`src/rtl/smi_pkg.sv`:
```
package smi_pkg;
  localparam int ROUTE_BIT = 26;
  localparam int STAT_BIT  = 25;
  localparam int EN_BIT    = 24;

  // an event counts only when a power write coincides with a launched sequence
  function automatic logic qual_event(input logic ctl_wr, input logic leg_wr,
                                      input logic launch);
    return (ctl_wr | leg_wr) & launch;
  endfunction

  // set has priority over write-one-to-clear
  function automatic logic flag_next(input logic cur, input logic set,
                                     input logic clr);
    return set | (cur & ~clr);
  endfunction

  function automatic logic irq2_pin_mapped(input logic [2:0] sel);
    return (sel == 3'd3) || (sel == 3'd6);
  endfunction
endpackage

```
`src/rtl/smi_cfg_regs.sv`:
```
module smi_cfg_regs #(
  parameter int DW = 32
) (
  input  logic          clk,
  input  logic          rst_n,
  input  logic          wr,
  input  logic [DW-1:0] wdata,
  output logic          en_q,
  output logic          route_q
);
  import smi_pkg::*;

  always_ff @(posedge clk or negedge rst_n) begin
    if (!rst_n) begin
      en_q    <= 1'b0;
      route_q <= 1'b0;
    end else if (wr) begin
      en_q    <= wdata[EN_BIT];
      route_q <= wdata[ROUTE_BIT];
    end
  end
endmodule

```
`src/rtl/smi_pend_cell.sv`:
```
module smi_pend_cell (
  input  logic clk,
  input  logic rst_n,
  input  logic trig,
  input  logic en,
  input  logic clr,
  output logic pend,
  output logic pend_d
);
  import smi_pkg::*;

  logic set_w;
  assign set_w = trig & en;

  always_ff @(posedge clk or negedge rst_n) begin
    if (!rst_n) begin
      pend   <= 1'b0;
      pend_d <= 1'b0;
    end else begin
      pend   <= flag_next(pend, set_w, clr);
      pend_d <= pend;
    end
  end
endmodule

```
`src/rtl/smi_out_fmt.sv`:
```
module smi_out_fmt #(
  parameter int NSOCK = 2
) (
  input  logic [NSOCK-1:0] pend,
  input  logic [NSOCK-1:0] pend_d,
  input  logic             route,
  input  logic             edge_mode,
  input  logic             ser_mode,
  input  logic [2:0]       mfunc_sel,
  output logic [NSOCK-1:0] smi_csc,
  output logic             ser_req,
  output logic             par_oe,
  output logic             par_n
);
  import smi_pkg::*;

  logic any_pend;
  logic [NSOCK-1:0] rise;

  assign any_pend = |pend;
  assign rise     = pend & ~pend_d;

  always_comb begin
    smi_csc = '0;
    if (!route) smi_csc = edge_mode ? rise : pend;
  end

  assign ser_req = route & ser_mode & any_pend;
  assign par_oe  = route & ~ser_mode & irq2_pin_mapped(mfunc_sel);
  assign par_n   = ~(par_oe & any_pend);
endmodule

```
`src/rtl/pwr_smi_ctrl.sv`:
```
module pwr_smi_ctrl #(
  parameter int NSOCK = 2,
  parameter int DW    = 32,
  localparam int SW   = (NSOCK > 1) ? $clog2(NSOCK) : 1
) (
  input  logic             clk,
  input  logic             rst_n,
  input  logic             cfg_wr,
  input  logic [SW-1:0]    cfg_sock,
  input  logic [DW-1:0]    cfg_wdata,
  output logic [DW-1:0]    cfg_rdata,
  input  logic [NSOCK-1:0] sock_ctl_wr,
  input  logic [NSOCK-1:0] legacy_pwr_wr,
  input  logic [NSOCK-1:0] seq_launch,
  input  logic             csc_edge_mode,
  input  logic             irq_serial_mode,
  input  logic [2:0]       mfunc_sel,
  output logic [NSOCK-1:0] smi_csc,
  output logic             irq2_ser_req,
  output logic             irq2_par_oe,
  output logic             irq2_par_n
);
  import smi_pkg::*;

  logic             en_q;
  logic             route_q;
  logic [NSOCK-1:0] trig;
  logic [NSOCK-1:0] clr;
  logic [NSOCK-1:0] pend;
  logic [NSOCK-1:0] pend_d;

  smi_cfg_regs #(.DW(DW)) u_regs (
    .clk(clk), .rst_n(rst_n), .wr(cfg_wr), .wdata(cfg_wdata),
    .en_q(en_q), .route_q(route_q)
  );

  for (genvar s = 0; s < NSOCK; s++) begin : g_sock
    assign trig[s] = qual_event(sock_ctl_wr[s], legacy_pwr_wr[s], seq_launch[s]);
    assign clr[s]  = cfg_wr & cfg_wdata[STAT_BIT] & (cfg_sock == SW'(s));
    smi_pend_cell u_cell (
      .clk(clk), .rst_n(rst_n), .trig(trig[s]), .en(en_q), .clr(clr[s]),
      .pend(pend[s]), .pend_d(pend_d[s])
    );
  end

  smi_out_fmt #(.NSOCK(NSOCK)) u_fmt (
    .pend(pend), .pend_d(pend_d), .route(route_q), .edge_mode(csc_edge_mode),
    .ser_mode(irq_serial_mode), .mfunc_sel(mfunc_sel), .smi_csc(smi_csc),
    .ser_req(irq2_ser_req), .par_oe(irq2_par_oe), .par_n(irq2_par_n)
  );

  always_comb begin
    cfg_rdata            = '0;
    cfg_rdata[ROUTE_BIT] = route_q;
    cfg_rdata[EN_BIT]    = en_q;
    cfg_rdata[STAT_BIT]  = (int'(cfg_sock) < NSOCK) ? pend[cfg_sock] : 1'b0;
  end
endmodule

```
`config.mk`:
```
export PLATFORM = sky130hd
export DESIGN_NAME = pwr_smi_ctrl
export DESIGN_NICKNAME = d
export VERILOG_FILES = /design/src/rtl/smi_pkg.sv /design/src/rtl/smi_cfg_regs.sv /design/src/rtl/smi_pend_cell.sv /design/src/rtl/smi_out_fmt.sv /design/src/rtl/pwr_smi_ctrl.sv
export SDC_FILE = /design/constraint.sdc
export NUM_CORES = 1
export LEC_CHECK = 0
export BUFFER_PORTS_ARGS = -buffer_cell sky130_fd_sc_hd__buf_2
export CELL_PAD_IN_SITES_DETAIL_PLACEMENT = 1
export CELL_PAD_IN_SITES_GLOBAL_PLACEMENT = 1
export CORE_ASPECT_RATIO = 2
export CORE_MARGIN = 8
export CORE_UTILIZATION = 18
export DETAILED_ROUTE_END_ITERATION = 10
export PLACE_DENSITY = 0.84
export SLEW_MARGIN = 25
export SYNTH_ARGS = -nofsm -noshare
export SYNTH_HDL_FRONTEND = slang
export SYNTH_HIERARCHICAL = 1
export SYNTH_SLANG_ARGS = --single-unit
```
`constraint.sdc`:
```
create_clock -name clk -period 2.6 [get_ports clk]
set_input_delay 0.52 -clock clk [delete_from_list [all_inputs] [get_ports clk]]
set_output_delay 0.52 -clock clk [all_outputs]
set_load 0.02 [all_outputs]
```
==> impl_metrics.csv, run 1 <==
group,metric,value,unit
synthesis,synth_mux_area_frac,0.0685,
floorplan,core.rowCount,28,
status,status,"complete, no violations",
clock_network,cts_tree,"done",
clock_network,cts_inserted_buffers,3,
clock_network,root_buffer,"clkbuf_8",
route,wl,1260,µm
route,vias,426,
placed_design,gp_congestion,0.679,
synthesis,synth_xor_area_frac,0.0160,
clock_network,cts_resized,0,
critical_path,endpoint_kind,"primary output",
critical_path,cp_max_fo,2,
sta,whs,0.112,ns
floorplan,dieWidth,55.0,µm
sta,hold_viol_final,0,
sta,final.setup.tns,0,ns
critical_path,cp_cell_sequence,"buf_2 > xnor2_1 > or4_1 > buf_2",
finish,final_util,0.212,
sta,fin_crit_sh,0.740,
route,drt_first_pass_iters,2,
finish,n_fill_cell,387,
synthesis,synth_cell_types,16,
clock_network,cts_buffer_depth,2,
power,leakage,0.365,nW
synthesis,synth_top_family_by_area,"buffers and inverters",
finish,diodes,0,
route,wl_per_cell,10.7,µm
synthesis,avgSynthCellArea,8.84,µm²
critical_path,crit_path_top_delay_cell,"or4_1",
finish,stdcell_area,624,µm²
synthesis,synth_fa_ha_area_frac,0,
global_routing,gr-usage-all-layers,0.0459,
synthesis,syn_inst,62,
critical_path,crit_path_start_kind,"primary input",
global_routing,antenna_found_initial,0,
power,power.density,606,mW/mm²
floorplan,dieArea,0.00517,mm²
power,peakVddDrop,0.000243,V
critical_path,rr_startpoint,"u_regs/route_q",
floorplan,start_util,0.186,
synthesis,ys_ff_latch,6,
route,drt_iter0_drc,5,
route,ant_nets,0,
global_routing,grt_pass1_vias,456,
synthesis,synth_seq_area_share,0.274,
clock_network,post_cts_buffers,0,
sta,grt_setup_unrepaired,"false",
global_routing,grt_max_degree,7,
finish,final_nets,136,
critical_path,worst_ep_arrival_time,1.40,ns
sta,setup_viol,0,
synthesis,synthesis.area,548,µm²
clock_network,worstSkewPairLatency,0.23,ns
sta,clock-skew-final,0.00423,ns
route,vias_per_cell,3.64,
placed_design,dpl.hpwl,1140,µm
critical_path,cpPeakStageDelay,0.49,ns
synthesis,synth-simple-area-share,0.0959,
synthesis,ys_warn_count,6,
placed_design,port_buffers,25,
route,drcViolationCount,0,
placed_design,placed_cell_area,583,µm²
critical_path,startpoint,"mfunc_sel[0]",
global_routing,overflow,0,
finish,area_growth,13.9,%
clock_network,htreeDepth,1,
sta,final_max_slew_viol_count,0,
global_routing,grt_pass1_wl,1840,µm
critical_path,required,2.08,ns
floorplan,core_area,0.00294,mm²
clock_network,cts.sinks,6,
finish,layout-drive-gt1-share,0.402,
clock_network,path_clk_slew,0.04,ns
floorplan,dieHeight,94.0,µm
critical_path,cp_common_cell,"buf_2",
critical_path,critPathKind,"in -> out",
floorplan,pin_count,84,
sta,period_minus_slack,1.92,ns
run,max_cap_viol_count,0,
sta,max_freq,520,MHz
synthesis,synth_compound_area_frac,0.0868,
hold_path,worstHoldPathType,"in -> async",
clock_network,holdBufCountCts,0,
==> kinds of logic after synthesis <==
family | after synthesis
buffers and inverters | 35
and+or+nand+nor | 10
AOI/OAI and AO/OA | 6
DFF | 6
muxes | 3
xor gates and xnor gates | 1
other | 1
==> synth_stat cells <==
master,number,share of area
mux2_4,1,0.027
mux2_2,2,0.041
buf_4,31,0.42
or4_1,1,0.014
a211oi_1,2,0.027
and3_2,1,0.014
inv_1,4,0.027
nor3_1,1,0.0091
conb_1,1,0.0068
o21ai_2,2,0.032
nor2_1,2,0.014
and3b_2,1,0.018
xnor2_1,1,0.016
o21a_1,2,0.027
dfrtp_1,6,0.27
nand2_1,4,0.027
==> critical path, delay by kind of cell <==
kind | cells | cell delay (ns)
buffers and inverters | 2 | 0.27
XOR/XNOR | 1 | 0.13
AND/OR/NAND/NOR | 1 | 0.49
==> layer usage <==
metal	track usage	part of all wire
met3	0.0270	0.23
met1	0.0586	0.41
met4	0.0242	0.021
met2	0.0580	0.34
met5	0	0
==> path summary, 6_finish.rpt <==
check | endpoint | slack [ns] | cells after the start
max reg2reg | u_regs/route_q | 1.80 | 1
min reg2reg | g_sock[1].u_cell/pend_d | 0.45 | 0
min | u_regs/route_q | 0.11 | 1
min in group clk | g_sock[1].u_cell/pend_d | 0.45 | 0
max | irq2_par_n | 0.68 | 4
max in group asynchronous | g_sock[1].u_cell/pend | 2.34 | 1
==> registers in the layout, summed over array words and instances, names as in the netlist <==
name	count
g_sock.u_cell/pend	2
g_sock.u_cell/pend_d	2
u_regs/en_q	1
u_regs/route_q	1
==> report_power, final <==
group | total, mW | switching [mW] | internal (mW)
registers | 0.119 | 0.0119 | 0.108
logic | 0.117 | 0.0804 | 0.0364
clock network | 0.142 | 0.0425 | 0.0997
==> layout make-up <==
| type | count | area (µm²) | area share |
|---|---|---|---|
| multi-input combinational | 49 | 255 | 0.409 |
| sequential | 6 | 150 | 0.240 |
| timing repair buffer | 25 | 125 | 0.200 |
| inverter | 4 | 15.0 | 0.0240 |
| clock buffer | 3 | 41.3 | 0.0661 |
| tap | 30 | 37.5 | 0.0601 |
==> cells in the final DEF (no fill, tap or decap) <==
master     n
mux2_2     2
nor2_1     2
mux2_4     1
or4_1      1
nor3_1     1
clkbuf_8   3
conb_1    29
o21ai_2    2
and3_2     1
and3b_2    1
nand2_1    4
buf_2     25
o21a_1     2
a211oi_1   2
inv_1      4
dfrtp_1    6
xnor2_1    1
==> stage by stage <==
step,setup slack (ns),instances,total power [mW]
final,0.676,117,0.378
after global routing,0.629,117,0.401
after CTS,0.673,117,0.382
after detailed placement,0.673,114,0.237
after global placement,0.673,114,0.234
after floorplan,0.829,90,0.239
No activity file was read; power rests on OpenSTA's default activity.
==> inputs of run 2 (changes only) <==
Settings changed: CORE_UTILIZATION 18 to 15, PLACE_DENSITY 0.84 to 0.75.
Clock period 2.6 ns to 1.64 ns, I/O delays scaled along.
==> impl_metrics.csv, run 2 (synthesis gave the netlist of run 1 again) <==
group,metric,value,unit
power,power.switching,0.204,mW
clock_network,worstSkewPairLatency,0.22,ns
floorplan,pin_count,84,
sta,period_minus_slack,1.57,ns
sta,hold_viol_final,0,
critical_path,startpoint,"u_regs/route_q",
hold_path,worstHoldPathType,"in -> reg",
critical_path,crit_path_start_kind,"flip-flop",
critical_path,endpoint_kind,"primary output",
power,p_sw_frac,0.337,
route,wl,1400,µm
clock_network,cts_tree,"done",
sta,max_freq,636,MHz
floorplan,dieArea,0.00596,mm²
placed_design,dpl.hpwl,1280,µm
clock_network,cts_buffer_depth,2,
global_routing,overflow,0,
placed_design,gp_congestion,0.673,
power,leakage,0.383,nW
finish,layout-drive-gt1-share,0.429,
route,wl_per_cell,10.0,µm
clock_network,root_buffer,"clkbuf_8",
finish,largest_registers,"g_sock.u_cell/pend (2), g_sock.u_cell/pend_d (2)",
route,vias,426,
finish,fin_cells,140,
sta,setup_viol,0,
route,ant_nets,0,
placed_design,port_buffers,25,
floorplan,start_util,0.154,
global_routing,grt_max_degree,7,
finish,n_fill_cell,470,
critical_path,critPathKind,"reg -> out",
critical_path,rr_startpoint,"u_regs/route_q",
route,vias_per_cell,3.04,
clock_network,cts.sinks,6,
clock_network,path_clk_slew,0.03,ns
hold_path,hold_start,"cfg_wdata[26]",
power,power.share.clock,0.348,
run,max_cap_viol_count,0,
critical_path,cp_max_fo,2,
sta,fin_crit_sh,0.959,
power,peakVddDrop,0.000199,V
sta,final_max_slew_viol_count,0,
sta,grt_setup_unrepaired,"false",
power,seq_power_share,0.309,
global_routing,antenna_found_initial,0,
critical_path,worst_ep_arrival_time,1.25,ns
floorplan,core_area,0.00357,mm²
power,power_frac_comb,0.343,
sta,clock-skew-final,0.000575,ns
critical_path,required,1.31,ns
finish,area_growth,24.4,%
power,power.density,886,mW/mm²
global_routing,grt_pass1_wl,2000,µm
global_routing,grt_pass1_vias,479,
global_routing,gr-usage-all-layers,0.0441,
power,p_int,0.401,mW
clock_network,htreeDepth,1,
floorplan,dieWidth,58.7,µm
route,drt_first_pass_iters,2,
placed_design,place_inst,134,
route,drcViolationCount,0,
floorplan,dieHeight,101,µm
finish,diodes,0,
route,drt_iter0_drc,2,
status,status,"complete, no violations",
finish,final_cell_mix,"conb_1 (29), buf_2 (25), dfrtp_1 (5), inv_1 (4), nand2_1 (4)",
sta,final.setup.tns,0,ns
finish,final_nets,140,
floorplan,core.rowCount,31,
clock_network,cts_inserted_buffers,3,
finish,mostFrequentLayoutCell,"conb_1",
==> run 2: power by group through the flow <==
| stage | Sequential [mW] | Clock, mW | Combinational (mW) |
|---|---|---|---|
| global placement | 0.190 | 0 | 0.187 |
| global route | 0.191 | 0.224 | 0.227 |
| finish | 0.187 | 0.210 | 0.207 |
| floorplan | 0.186 | 0 | 0.192 |
| CTS | 0.189 | 0.218 | 0.192 |
| detailed placement | 0.191 | 0 | 0.190 |
==> run 2: repair_timing <==
item | 4_1_cts | 5_1_grt
endpoints found under the hold margin | 6 | 0
hold buffers | 1 | 0
buffers inserted | 0 | 2
setup endpoints to repair | 0 | 1
resized for setup | 0 | 1
==> run 2: area by class of cell <==
cell class              count  area (µm²)  area share
well taps                  49        61.3      0.0899
clock buffers               3        41.3      0.0606
inverters                   4        15.0      0.0220
flip-flops and latches      6         151       0.222
repair buffers             29         158       0.231
multi-input cells          49         255       0.374
==> run 2: path summary, 6_finish.rpt <==
check / cells after the start / slack (ns) / endpoint
max: 3 / 0.07 / irq2_par_n
max in group asynchronous: 2 / 1.01 / g_sock[0].u_cell/pend
min reg2reg: 0 / 0.44 / g_sock[0].u_cell/pend_d
min in group asynchronous: 2 / 0.48 / u_regs/en_q
max reg2reg: 2 / 0.74 / u_regs/route_q
min: 2 / 0.34 / u_regs/route_q
==> run 2: worst max-delay path, stage by stage, from the launching register on <==
cell and delay, ns:
dfrtp_1 0.34, nand2_1 0.07, or4_1 0.45, buf_2 0.17
==> run 2: stage by stage <==
step / setup slack, ns / total power, mW / utilization / hold WS [ns] / area, µm²
3_5_place_dp: 0.100 / 0.381 / 0.172 / 0.159 / 614
2_1_floorplan: 0.253 / 0.379 / - / 0.0324 / 653
3_3_place_gp: 0.0969 / 0.377 / 0.172 / 0.155 / 614
5_1_grt: 0.0236 / 0.642 / 0.191 / 0.343 / 682
4_1_cts: 0.0249 / 0.599 / 0.187 / 0.340 / 666
6_report: 0.0666 / 0.604 / 0.191 / 0.345 / 682
==> run 2: layer usage <==
layer  vias to the layer above  track usage  routed length (µm)
li1                        197            -                   -
met5                         -            0                   0
met2                        40       0.0728                 673
met3                         2       0.0331                 255
met1                       187       0.0375                 465
met4                         0       0.0223                   6
